===== config.mk =====
export PLATFORM = sky130hd
export DESIGN_NAME = byte_word_bridge
export DESIGN_NICKNAME = d
export VERILOG_FILES = /design/src/rtl/bb_pkg.sv /design/src/rtl/bb_fn_decode.sv /design/src/rtl/bb_byte_latch.sv /design/src/rtl/bb_strobe_seq.sv /design/src/rtl/byte_word_bridge.sv
export SDC_FILE = /design/constraint.sdc
export NUM_CORES = 1
export LEC_CHECK = 0
export BUFFER_PORTS_ARGS = -buffer_cell sky130_fd_sc_hd__buf_2
export CAP_MARGIN = 20
export CORE_AREA = 4 4 71 73
export DETAILED_ROUTE_END_ITERATION = 8
export DIE_AREA = 0 0 75 77
export HOLD_SLACK_MARGIN = 0.03
export PLACE_DENSITY = 0.78
export SLEW_MARGIN = 5
export SYNTH_ARGS = -nofsm -noshare
export SYNTH_HDL_FRONTEND = slang
export SYNTH_SLANG_ARGS = --single-unit

===== constraint.sdc =====
create_clock -name clk -period 4.3 [get_ports clk]
set_clock_uncertainty 0.15 [all_clocks]
set_input_delay 0.43 -clock clk [delete_from_list [all_inputs] [get_ports clk]]
set_output_delay 0.43 -clock clk [all_outputs]
set_load 0.005 [all_outputs]

===== src/rtl/bb_pkg.sv =====
// Shared constants and types for the byte-to-word bridge.
// Assumes a fixed 8/16-bit byte/word pairing and a fixed function map.
package bb_pkg;
    localparam int BYTE_W    = 8;
    localparam int WORD_W    = 16;
    localparam int N_WR_FN   = 3;   // control, transmit half 1, transmit half 2
    localparam int N_RD_PORT = 2;   // two receive ports, two halves each

    typedef enum logic {
        BB_IDLE   = 1'b0,
        BB_STROBE = 1'b1
    } bb_state_e;
endpackage


===== src/rtl/bb_fn_decode.sv =====
// Decodes a word index and direction into one-hot function strobes.
// Assumes WIDX_W is wide enough to hold 2*N_RD_PORT word indices.
module bb_fn_decode
    import bb_pkg::*;
#(
    parameter int WIDX_W = 3
) (
    input  logic                 we,
    input  logic [WIDX_W-1:0]    word,
    output logic [N_WR_FN-1:0]   wr_sel,
    output logic [N_RD_PORT-1:0] rd_sel,
    output logic                 half,
    output logic                 mapped
);
    // One write strobe per write function index.
    for (genvar i = 0; i < N_WR_FN; i++) begin : g_wr
        assign wr_sel[i] = we && (word == WIDX_W'(i));
    end

    // Each receive port owns two consecutive word indices.
    for (genvar p = 0; p < N_RD_PORT; p++) begin : g_rd
        assign rd_sel[p] = !we && ((word >> 1) == WIDX_W'(p));
    end

    assign half   = word[0];
    assign mapped = (|wr_sel) || (|rd_sel);
endmodule


===== src/rtl/bb_byte_latch.sv =====
// Loadable holding register with synchronous active-low clear.
// Assumes load is a single-cycle qualifier.
module bb_byte_latch #(
    parameter int W = 8
) (
    input  logic         clk,
    input  logic         rst_n,
    input  logic         load,
    input  logic [W-1:0] d,
    output logic [W-1:0] q
);
    // Capture d when load is asserted.
    always_ff @(posedge clk) begin
        if (!rst_n)    q <= '0;
        else if (load) q <= d;
    end
endmodule


===== src/rtl/bb_strobe_seq.sv =====
// Times one peripheral strobe of exactly STROBE_CYC cycles.
// Assumes start is only raised while active is low and STROBE_CYC >= 1.
module bb_strobe_seq
    import bb_pkg::*;
#(
    parameter int STROBE_CYC = 4
) (
    input  logic clk,
    input  logic rst_n,
    input  logic start,
    output logic active,
    output logic last
);
    localparam int CNT_W = $clog2(STROBE_CYC + 1);

    bb_state_e       st;
    logic [CNT_W-1:0] cnt;

    assign active = (st == BB_STROBE);
    assign last   = active && (cnt == CNT_W'(STROBE_CYC - 1));

    // Enter the strobe on start and leave it after the final counted cycle.
    always_ff @(posedge clk) begin
        if (!rst_n) begin
            st  <= BB_IDLE;
            cnt <= '0;
        end else begin
            case (st)
                BB_IDLE: if (start) begin
                    st  <= BB_STROBE;
                    cnt <= '0;
                end
                BB_STROBE: if (last) st <= BB_IDLE;
                           else      cnt <= cnt + 1'b1;
                default: st <= BB_IDLE;
            endcase
        end
    end
endmodule


===== src/rtl/byte_word_bridge.sv =====
// Byte-to-word bridge top: holds high bytes in two registers so each
// low-byte access moves a full word under one timed strobe.
// Assumes host_req pulses for one cycle and per_rdata is steady at strobe end.
module byte_word_bridge
    import bb_pkg::*;
#(
    parameter int ADDR_W     = 4,
    parameter int STROBE_CYC = 4
) (
    input  logic                 clk,
    input  logic                 rst_n,
    input  logic                 host_cs,
    input  logic                 host_req,
    input  logic                 host_we,
    input  logic [ADDR_W-1:0]    host_addr,
    input  logic [7:0]           host_wdata,
    output logic [7:0]           host_rdata,
    output logic                 host_rdata_oe,
    output logic                 host_done,
    output logic                 host_busy,
    output logic [15:0]          per_wdata,
    output logic                 per_wdata_oe,
    input  logic [15:0]          per_rdata,
    output logic [2:0]           per_wr_stb,
    output logic [1:0]           per_rd_stb,
    output logic                 per_half_sel
);
    localparam int WIDX_W = ADDR_W - 1;

    logic                 active, last, accept, hi_sel, start;
    logic [WIDX_W-1:0]    word;
    logic [N_WR_FN-1:0]   wr_dec, wr_sel_q;
    logic [N_RD_PORT-1:0] rd_dec, rd_sel_q;
    logic                 half_dec, mapped, half_q, we_q, done_q;
    logic [BYTE_W-1:0]    wr_hi_q, wr_lo_q, rd_hi_q, rdata_q, rdata_d;
    logic                 rdata_ld;

    assign hi_sel = host_addr[0];
    assign word   = host_addr[ADDR_W-1:1];
    assign accept = host_req && host_cs && !active;
    assign start  = accept && !hi_sel && mapped;

    bb_fn_decode #(.WIDX_W(WIDX_W)) u_dec (
        .we(host_we), .word(word), .wr_sel(wr_dec), .rd_sel(rd_dec),
        .half(half_dec), .mapped(mapped)
    );

    bb_strobe_seq #(.STROBE_CYC(STROBE_CYC)) u_seq (
        .clk(clk), .rst_n(rst_n), .start(start), .active(active), .last(last)
    );

    // Write holding register: loaded by a high-byte write.
    bb_byte_latch #(.W(BYTE_W)) u_wr_hi (
        .clk(clk), .rst_n(rst_n), .load(accept && host_we && hi_sel),
        .d(host_wdata), .q(wr_hi_q)
    );

    // Low byte of a write, held steady for the strobe.
    bb_byte_latch #(.W(BYTE_W)) u_wr_lo (
        .clk(clk), .rst_n(rst_n), .load(accept && host_we && !hi_sel),
        .d(host_wdata), .q(wr_lo_q)
    );

    // Read holding register: captures the peripheral's upper byte on the last strobe cycle.
    bb_byte_latch #(.W(BYTE_W)) u_rd_hi (
        .clk(clk), .rst_n(rst_n), .load(last && !we_q),
        .d(per_rdata[15:8]), .q(rd_hi_q)
    );

    // Select the byte returned to the host.
    always_comb begin
        rdata_ld = (last && !we_q) || (accept && !host_we && (hi_sel || !mapped));
        if (last)        rdata_d = per_rdata[7:0];
        else if (hi_sel) rdata_d = rd_hi_q;
        else             rdata_d = '0;
    end

    bb_byte_latch #(.W(BYTE_W)) u_rdata (
        .clk(clk), .rst_n(rst_n), .load(rdata_ld), .d(rdata_d), .q(rdata_q)
    );

    // Keep the decoded function and direction for the length of the access.
    always_ff @(posedge clk) begin
        if (!rst_n) begin
            wr_sel_q <= '0;
            rd_sel_q <= '0;
            half_q   <= 1'b0;
            we_q     <= 1'b0;
        end else if (accept) begin
            wr_sel_q <= wr_dec;
            rd_sel_q <= rd_dec;
            half_q   <= half_dec;
            we_q     <= host_we;
        end
    end

    // Completion pulse: at once for latch-only or unmapped accesses, else after the strobe.
    always_ff @(posedge clk) begin
        if (!rst_n) done_q <= 1'b0;
        else        done_q <= (accept && (hi_sel || !mapped)) || last;
    end

    assign host_done     = done_q;
    assign host_busy     = active;
    assign host_rdata    = rdata_q;
    assign host_rdata_oe = done_q && !we_q;
    assign per_wdata     = {wr_hi_q, wr_lo_q};
    assign per_wdata_oe  = active && we_q;
    assign per_wr_stb    = active ? wr_sel_q : '0;
    assign per_rd_stb    = active ? rd_sel_q : '0;
    assign per_half_sel  = active && !we_q && half_q;
endmodule


After elaboration in Yosys (flattened, before gate mapping)
Cells that the tools add are included.
- bits in registers: 44
- latch bits: 0
- RAM bits: 0
- bits in read-only memories: 0
- input port bits: 33
- output and inout port bits: 34
- logic and storage cells: 64
- memories kept: 0
- add/sub/neg operators: 1
- multipliers: 0
- divide/modulo/power cells: 0
- order comparisons: 0
- eq/ne operators: 6
- shift operators: 0
- mux-type cells: 10
- bitwise logic cells: 1
- reduce and logical (&&, ||, !) cells: 35
- operators with widths (cell ; number):
    logical AND 1 bit ; 21
    two-way mux 8 bit ; 2
    two-way mux 3 bit ; 3
    equality test 3 x 2 -> 1 bit, second input constant ; 2
    zero test 3 bit ; 2
    one-hot mux 3 bit (2 select lines) ; 1
    zero test 1 bit ; 5
    logical OR 1 bit ; 4
    != test 2 bit, second input constant ; 2
    adder 3 x 1 -> 3 bit, second input constant ; 1
    equality test 3 x 1 -> 1 bit, second input constant ; 1
    OR reduction 3 bit ; 1
    equality test 2 x 1 -> 1 bit, second input constant ; 1
    two-way mux 1 bit ; 2
    two-way mux 2 bit ; 1
    one-hot mux 1 bit (2 select lines) ; 1
    AND reduction 2 bit ; 1
    OR reduction 2 bit ; 1
    NOT 1 bit ; 1

Depth between registers and ports, before layout
Gate-level depths: netlist (run 1).
- word-level depth: 8
- depth in mapped cells: 7
- gate-level depth less buffers: 5

Modules after synthesis
A second synthesis (run 1) with hierarchy kept.
- cells, all modules: 194
- area, all modules: 1994.4 um2
- by module, submodules not included (module ; times used ; cells each ; area each (um2) ; sequential area each (um2)):
    bb_byte_latch ; 4 ; 25 ; 301.5 ; 160.2
    byte_word_bridge ; 1 ; 66 ; 525.5 ; 160.2
    bb_strobe_seq ; 1 ; 21 ; 196.4 ; 80.1
    bb_fn_decode ; 1 ; 7 ; 66.3 ; 0.0

Least setup slack after synthesis (run 1)
Ideal clock, no wire load.
- path type: register to register
- start point: reg u_seq.cnt[0]
- end point: reg u_rdata.q[2]
- library setup time: 133 ps
- arrival: 1368 ps
- required time: 4017 ps
- slack: 2649 ps
- stages on the path, launching flop included: 8
- path buffers: 2
- clock period less this slack: 1651 ps
- cells stage by stage: dfxtp_1 -> ha_1 -> ha_1 -> and3b_1 -> buf_4 -> buf_2 -> a211oi_1 -> a311oi_1
- word-level cells in the longest chain between the ends: 4
- elaborated cells on any way between the ends: 5
- classes of those cells: eq/ne: 1; mux: 1; reduce/logical: 3
- ends and longest elaborated chain (element ; RTL line ; source):
    from (decl) ; bb_strobe_seq.sv:17 ; logic [CNT_W-1:0] cnt;
    from (signal assigned) ; bb_strobe_seq.sv:34 ; else cnt <= cnt + 1'b1;
    equality test 3 x 2 -> 1 bit (*) ; bb_strobe_seq.sv:20 ; assign last = active && (cnt == CNT_W'(STROBE_CYC - 1));
    logical AND 1 bit (*) ; bb_strobe_seq.sv:20 ;
    logical AND 1 bit ; byte_word_bridge.sv:72 ; rdata_ld = (last && !we_q) || (accept && !host_we && (hi_sel || !mapped));
    logical OR 1 bit ; byte_word_bridge.sv:72 ;
    to (signal assigned) ; bb_byte_latch.sv:14 ; if (!rst_n) q <= '0;
    to (signal assigned) ; bb_byte_latch.sv:15 ; else if (load) q <= d;
    to (decl) ; bb_byte_latch.sv:10 ; output logic [W-1:0] q
Mark *: on every way between the ends. The rest lies on a longest branch, timed or not.
A chain may end at the register's enable or synchronous reset.

Worst setup path after layout (run 1)
- start point: reg u_seq.cnt[0]
- end point: reg u_rdata.q[3]
Same word-level chain as after synthesis.

==> results of run 1 <==
## report_power, final
| part | leakage (nW) | switching (W) | internal (W) |
|---|---|---|---|
| registers | 0.356 | 0.00000662 | 0.000416 |
| clock network | 0.0552 | 0.000135 | 0.000172 |
| logic | 0.603 | 0.0000382 | 0.0000300 |
## flip-flops by register name, summed over array words and instances, names as in the netlist, 2 cells and up
name       flops
u_wr_lo.q      8
u_wr_hi.q      8
u_rd_hi.q      8
u_rdata.q      8
u_seq.cnt      3
rd_sel_q       2
wr_sel_q       3
## through the flow
stage          worst slack, ps  utilization
3_5_place_dp              2026       0.5112
2_1_floorplan             2649            -
3_3_place_gp              2071       0.5112
6_report                  2096       0.5359
5_1_grt                   1853       0.5359
4_1_cts                   2068       0.5359
## layout make-up
class | instances | area [um^2]
sequential | 44 | 880.8
fill | 413 | 2021
inverter | 2 | 7.507
tap | 52 | 65.06
timing repair buffer | 66 | 330.3
clock buffer | 6 | 72.57
clock inverter | 2 | 35.03
multi-input combinational | 153 | 942.2
## cells by family after synthesis
logic type | Yosys count | share of synthesized area
AND/OR/NAND/NOR | 96 | 0.2539
flip-flops | 44 | 0.4619
AO/OA/AOI/OAI | 39 | 0.1430
buffers and inverters | 16 | 0.04396
multiplexers | 16 | 0.08399
adder cells (fa/ha/maj) | 2 | 0.01312
## cells in the mapped netlist, types with 2 or more instances
library cell  instances  share of area
ha_1                  2          0.013
clkbuf_1              4         0.0079
o22ai_1               2         0.0066
buf_1                 2         0.0039
a21oi_1              16          0.042
nand2_1              51           0.10
nor2_1                2         0.0039
buf_2                 4          0.010
nand4b_1              2         0.0092
nand2b_1              2         0.0066
nand3_1              20          0.052
dfxtp_1              44           0.46
buf_4                 3          0.012
mux2i_1              16          0.084
and2_1                7          0.023
a211oi_1              8          0.031
and3b_1               3          0.014
nor2b_1               2         0.0066
nand3b_1              2         0.0079
a311oi_1              9          0.041
## how the worst min path moves through the flow
stage	endpoint
2_1_floorplan	rd_sel_q[1]$_SDFFE_PN0N_
3_3_place_gp	wr_sel_q[2]$_SDFFE_PN0N_
3_5_place_dp	u_wr_lo.q[4]$_SDFFE_PN0P_
4_1_cts	u_rd_hi.q[7]$_SDFFE_PN0P_
5_1_grt	u_rd_hi.q[3]$_SDFFE_PN0P_
6_report	u_rd_hi.q[7]$_SDFFE_PN0P_
## critical path: stages (launching register included)
cell and delay [ps]:
dfxtp_1 360, ha_1 150, ha_1 400, and3b_1 620, a211oi_1 110, a311oi_1 300
## layer usage
layer / up-vias / track usage / routed length (um)
met4: 0 / 0.04982 / 43
met3: 5 / 0.05752 / 439
met1: 781 / 0.2112 / 1997
met2: 62 / 0.2265 / 1939
li1: 873 / - / -
met5: - / 0 / 0
==> impl_metrics.env, run 1 <==
export IMPL_status="completed"
export IMPL_finalSetupViolations=0
export IMPL_crit_type="flip-flop to flip-flop"
export IMPL_leakagePower_nw=1.015
export IMPL_worst_setup_path_end_kind="flip-flop"
export IMPL_cts_repair_resized=0
export IMPL_dieArea_um2=5775
export IMPL_hold_ws_ps=220.6
export IMPL_pin_count=67
export IMPL_clkTransAtPathRegs_ps=80
export IMPL_vdd_drop_max_uv=234.6
export IMPL_required_ps=4340
export IMPL_die_h_um=77
export IMPL_wl_per_cell_um=13.60
export IMPL_layout_drive_gt1_share=0.2821
export IMPL_ant_nets=0
export IMPL_htreeDepth=2
export IMPL_most_common_layout_cells="66 x buf_2, 51 x nand2_1, 44 x dfxtp_1, 20 x nand3_1"
export IMPL_max_freq_mhz=453.8
export IMPL_reg2reg_slack_ps=2100
export IMPL_dp_hpwl_um=3155
export IMPL_dr_pass1_iters=4
export IMPL_ys_seq_area_frac=0.4619
export IMPL_antennaDiodeCount=0
export IMPL_initial_core_util=0.4379
export IMPL_nNetsFinal=307
export IMPL_rr_startpoint="u_seq.cnt[0]$_SDFFE_PN0P_"
export IMPL_numPortBuffers=66
export IMPL_p_total_w=0.0007983
export IMPL_grtUsageTotal=0.1556
export IMPL_grt_max_degree=31
export IMPL_num_vias=1721
export IMPL_synth_area_um2=1907
export IMPL_vias_per_cell=5.295
export IMPL_rows=24
export IMPL_final_area_um2=2333
export IMPL_p_per_area_nw_per_um2=342.1
export IMPL_ctsRootBufferMaster="clkbuf_8"
export IMPL_cts_buffers=5
export IMPL_crit_start="u_seq.cnt[0]$_SDFFE_PN0P_"
export IMPL_tightestPinTransition_ps=682.4
export IMPL_drt_iter0_drc=81
export IMPL_clock_sinks=44
export IMPL_antenna_found_initial=0
export IMPL_wl_um=4420
export IMPL_fin_crit_sh=0.5125
export IMPL_cts_buffer_depth=2
export IMPL_grt_pass1_wl_um=7155
export IMPL_drc=0
export IMPL_grt_ovfl_total=0
export IMPL_slew_violations=0
export IMPL_yosys_warnings=0
export IMPL_rsz0062_at_grt="false"
export IMPL_core_area_um2=4354
export IMPL_cp_max_fo=17
export IMPL_syn_nets=248
export IMPL_clk_latency_ps=290
export IMPL_placed_cells=317
export IMPL_start_kind="flip-flop"
export IMPL_synth_edff_count=0
export IMPL_crit_arrival_ps=2240
export IMPL_layout_commonest_cell="buf_2"
export IMPL_gp_congestion=0.7814
export IMPL_finalCriticalPeriod_ps=2204
export IMPL_areaGrowthSynthToFinish_pct=22.38
export IMPL_die_x_um=75
export IMPL_maxCapViolCount=0
export IMPL_hold_path_class="input port to flip-flop"
export IMPL_async_flop_share=0
export IMPL_final_cells=325
export IMPL_grt_pass1_vias=1580
export IMPL_holdBufCountCts=0
export IMPL_reg2regPathDepth=5
export IMPL_endpoint="u_rdata.q[3]$_SDFFE_PN0P_"
export IMPL_ys_ff_latch=44
export IMPL_ys_types=32
export IMPL_cts_tree="built"
export IMPL_hold_violations=0
export IMPL_synthCells=213
export IMPL_dpl_cell_area_um2=2226
export IMPL_min_path_cells=3
export IMPL_postCtsSetupBuffers=0
export IMPL_ys_flop_type="dfxtp_1"
export IMPL_worstHoldStart="per_rdata[15]"
export IMPL_tns_ps=0
export IMPL_syn_area_per_cell_um2=8.952
export IMPL_r2r_end="u_rdata.q[3]$_SDFFE_PN0P_"
export IMPL_relSlewSlack=0.5444
No activity file was read; power rests on OpenSTA's default activity.
==> run 2, diff against run 1 <==
clock period = 2.1 ns   (was 4.3 ns; I/O delays follow)
==> run 2 against run 1 <==
  * Worst hold slack got worse by 180 ps
  * Die area did not move
  * Combinational power up 140%
  * First-iteration DRC count grew 15%
  * Register-to-register slack got worse by 1900 ps
  * Fmax grew 17%
  * Sequential power rose by 100%
  * Sequential share of layout area down 2.8 points
  * Flip-flop and latch count did not move
  * Critical path type unchanged
  * Critical endpoint is now u_rdata.q[2]$_SDFFE_PN0P_
  * Highest routed layer unchanged
==> impl_metrics.env, run 2 (synthesis gave the netlist of run 1 again) <==
export IMPL_htreeDepth=2
export IMPL_vias_per_cell=5.192
export IMPL_wl_per_cell_um=14.20
export IMPL_cp_max_fo=17
export IMPL_layout_commonest_cell="buf_2"
export IMPL_cpMostUsedCell="ha_1"
export IMPL_antenna_found_initial=0
export IMPL_tightestPinTransition_ps=625.5
export IMPL_multi_input_area_um2=942.2
export IMPL_cts_buffers=5
export IMPL_p_per_area_nw_per_um2=687.8
export IMPL_hold_violations=0
export IMPL_placed_cells=322
export IMPL_most_common_layout_cells="66 x buf_2, 51 x nand2_1, 44 x dfxtp_1, 20 x nand3_1"
export IMPL_leakagePower_nw=1.104
export IMPL_slew_violations=0
export IMPL_crit_arrival_ps=1920
export IMPL_wl_um=4870
export IMPL_start_kind="flip-flop"
export IMPL_cts_buffer_depth=2
export IMPL_die_x_um=75
export IMPL_rsz0062_at_grt="false"
export IMPL_dp_hpwl_um=3290
export IMPL_endpoint="u_rdata.q[2]$_SDFFE_PN0P_"
export IMPL_cp_cell_sequence="ha_1, ha_1, and3b_1, a21o_4, a311oi_1"
export IMPL_drc=0
export IMPL_dpl_cell_area_um2=2263
export IMPL_crit_family="compound AO/OA/AOI/OAI gates"
export IMPL_areaGrowthSynthToFinish_pct=32.15
export IMPL_ant_nets=0
export IMPL_core_area_um2=4354
export IMPL_initial_core_util=0.4379
export IMPL_clkTransAtPathRegs_ps=80
export IMPL_p_total_w=0.001733
export IMPL_relSlewSlack=0.5830
export IMPL_antennaDiodeCount=0
export IMPL_r2r_end="u_rdata.q[2]$_SDFFE_PN0P_"
export IMPL_crit_type="flip-flop to flip-flop"
export IMPL_grtUsageTotal=0.1759
export IMPL_dr_pass1_iters=4
export IMPL_reg2reg_slack_ps=220
export IMPL_gr_usage_met1=0.2186
export IMPL_numPortBuffers=66
export IMPL_vdd_drop_max_uv=504.4
export IMPL_cp_slowest_cell="and3b_1"
export IMPL_cp_num_cells=5
export IMPL_fin_crit_sh=0.8940
export IMPL_worst_setup_path_end_kind="flip-flop"
export IMPL_ctsRootBufferMaster="clkbuf_8"
export IMPL_status="completed"
export IMPL_finalSetupViolations=0
export IMPL_die_h_um=77
export IMPL_grt_pass1_wl_um=7990
export IMPL_finalCriticalPeriod_ps=1877
export IMPL_maxCapViolCount=0
export IMPL_cp_slowest_stage_delay_ps=380
export IMPL_postCtsSetupBuffers=0
export IMPL_layout_drive_gt1_share=0.2852
export IMPL_final_area_um2=2520
export IMPL_dieArea_um2=5775
export IMPL_num_vias=1781
export IMPL_worst_path_buf_inv=0
export IMPL_max_freq_mhz=532.6
export IMPL_clk_latency_ps=290
export IMPL_crit_start="u_seq.cnt[0]$_SDFFE_PN0P_"
export IMPL_top_usage_layer="met2"
export IMPL_nNetsFinal=325
export IMPL_rr_startpoint="u_seq.cnt[0]$_SDFFE_PN0P_"
export IMPL_grt_util_met2=0.2761
export IMPL_reg2regPathDepth=5
export IMPL_grt_pass1_vias=1724
export IMPL_grt_max_degree=30
export IMPL_required_ps=2150
export IMPL_rows=24
export IMPL_cts_tree="built"
export IMPL_pin_count=67
export IMPL_use_met3=0.06405
export IMPL_gp_congestion=0.8263
export IMPL_grt_ovfl_total=0
export IMPL_clock_sinks=44
export IMPL_seqCellArea_um2=880.8
export IMPL_hold_path_class="input port to flip-flop"
export IMPL_drt_iter0_drc=93
export IMPL_tns_ps=0
export IMPL_nFillCells=396
export IMPL_final_cells=343
## run 2: worst min-delay path by stage
stage               depth (start not counted)                        end  slack, ps                startpoint
finish                                      3  u_wr_lo.q[4]$_SDFFE_PN0P_         40             host_wdata[4]
global route                                3  u_wr_lo.q[1]$_SDFFE_PN0P_         50             host_wdata[1]
CTS                                         3  u_wr_lo.q[1]$_SDFFE_PN0P_         40             host_wdata[1]
detailed placement                          2   wr_sel_q[1]$_SDFFE_PN0N_        290  wr_sel_q[1]$_SDFFE_PN0N_
global placement                            2   rd_sel_q[1]$_SDFFE_PN0N_        280  rd_sel_q[1]$_SDFFE_PN0N_
floorplan                                   2        half_q$_SDFFE_PN0N_        200              host_addr[1]
## run 2: what timing repair did
| item | in CTS | in global routing |
|---|---|---|
| resized for setup | 0 | 0 |
| endpoints found under the hold margin | 16 | 0 |
| hold buffers | 13 | 0 |
| setup endpoints to repair | 0 | 0 |
## run 2: where the power goes
part / total (W) / internal [W] / switching, W
Sequential: 0.000864 / 0.000852 / 0.0000119
Clock: 0.000702 / 0.000420 / 0.000283
Combinational: 0.000166 / 0.0000816 / 0.0000847
## run 2: metal layers
metal	part of all wire	vias to the layer above	routed length (um)
li1	-	903	-
met1	0.42	804	2043
met2	0.47	65	2273
met3	0.094	9	458
met4	0.020	0	95
met5	0	-	0
## run 2: cell type report
type,instances,share of cell area
clock buffer,7,0.03823
inverter,2,0.002979
timing repair buffer,84,0.1976
clock inverter,1,0.01192
multi-input combinational,153,0.3739
sequential,44,0.3496
tap,52,0.02582
## run 2: worst register-to-register path, delay by kind of cell, from the launching register on
family	cells	cell delay, ps
compound gates	2	540
simple gates	1	380
flops	1	330
fa+ha+maj	2	390
## run 2: metrics by stage
| stage | worst slack (ps) | utilization | hold WS, ps |
|---|---|---|---|
| detailed placement | 195.4 | 0.5198 | 290.2 |
| finish | 222.6 | 0.5787 | 39.50 |
| global placement | 296.6 | 0.5198 | 284.3 |
| CTS | 204.9 | 0.5787 | 35.55 |
| floorplan | 449.1 | - | 196.0 |
| global route | 73.34 | 0.5787 | 52.58 |
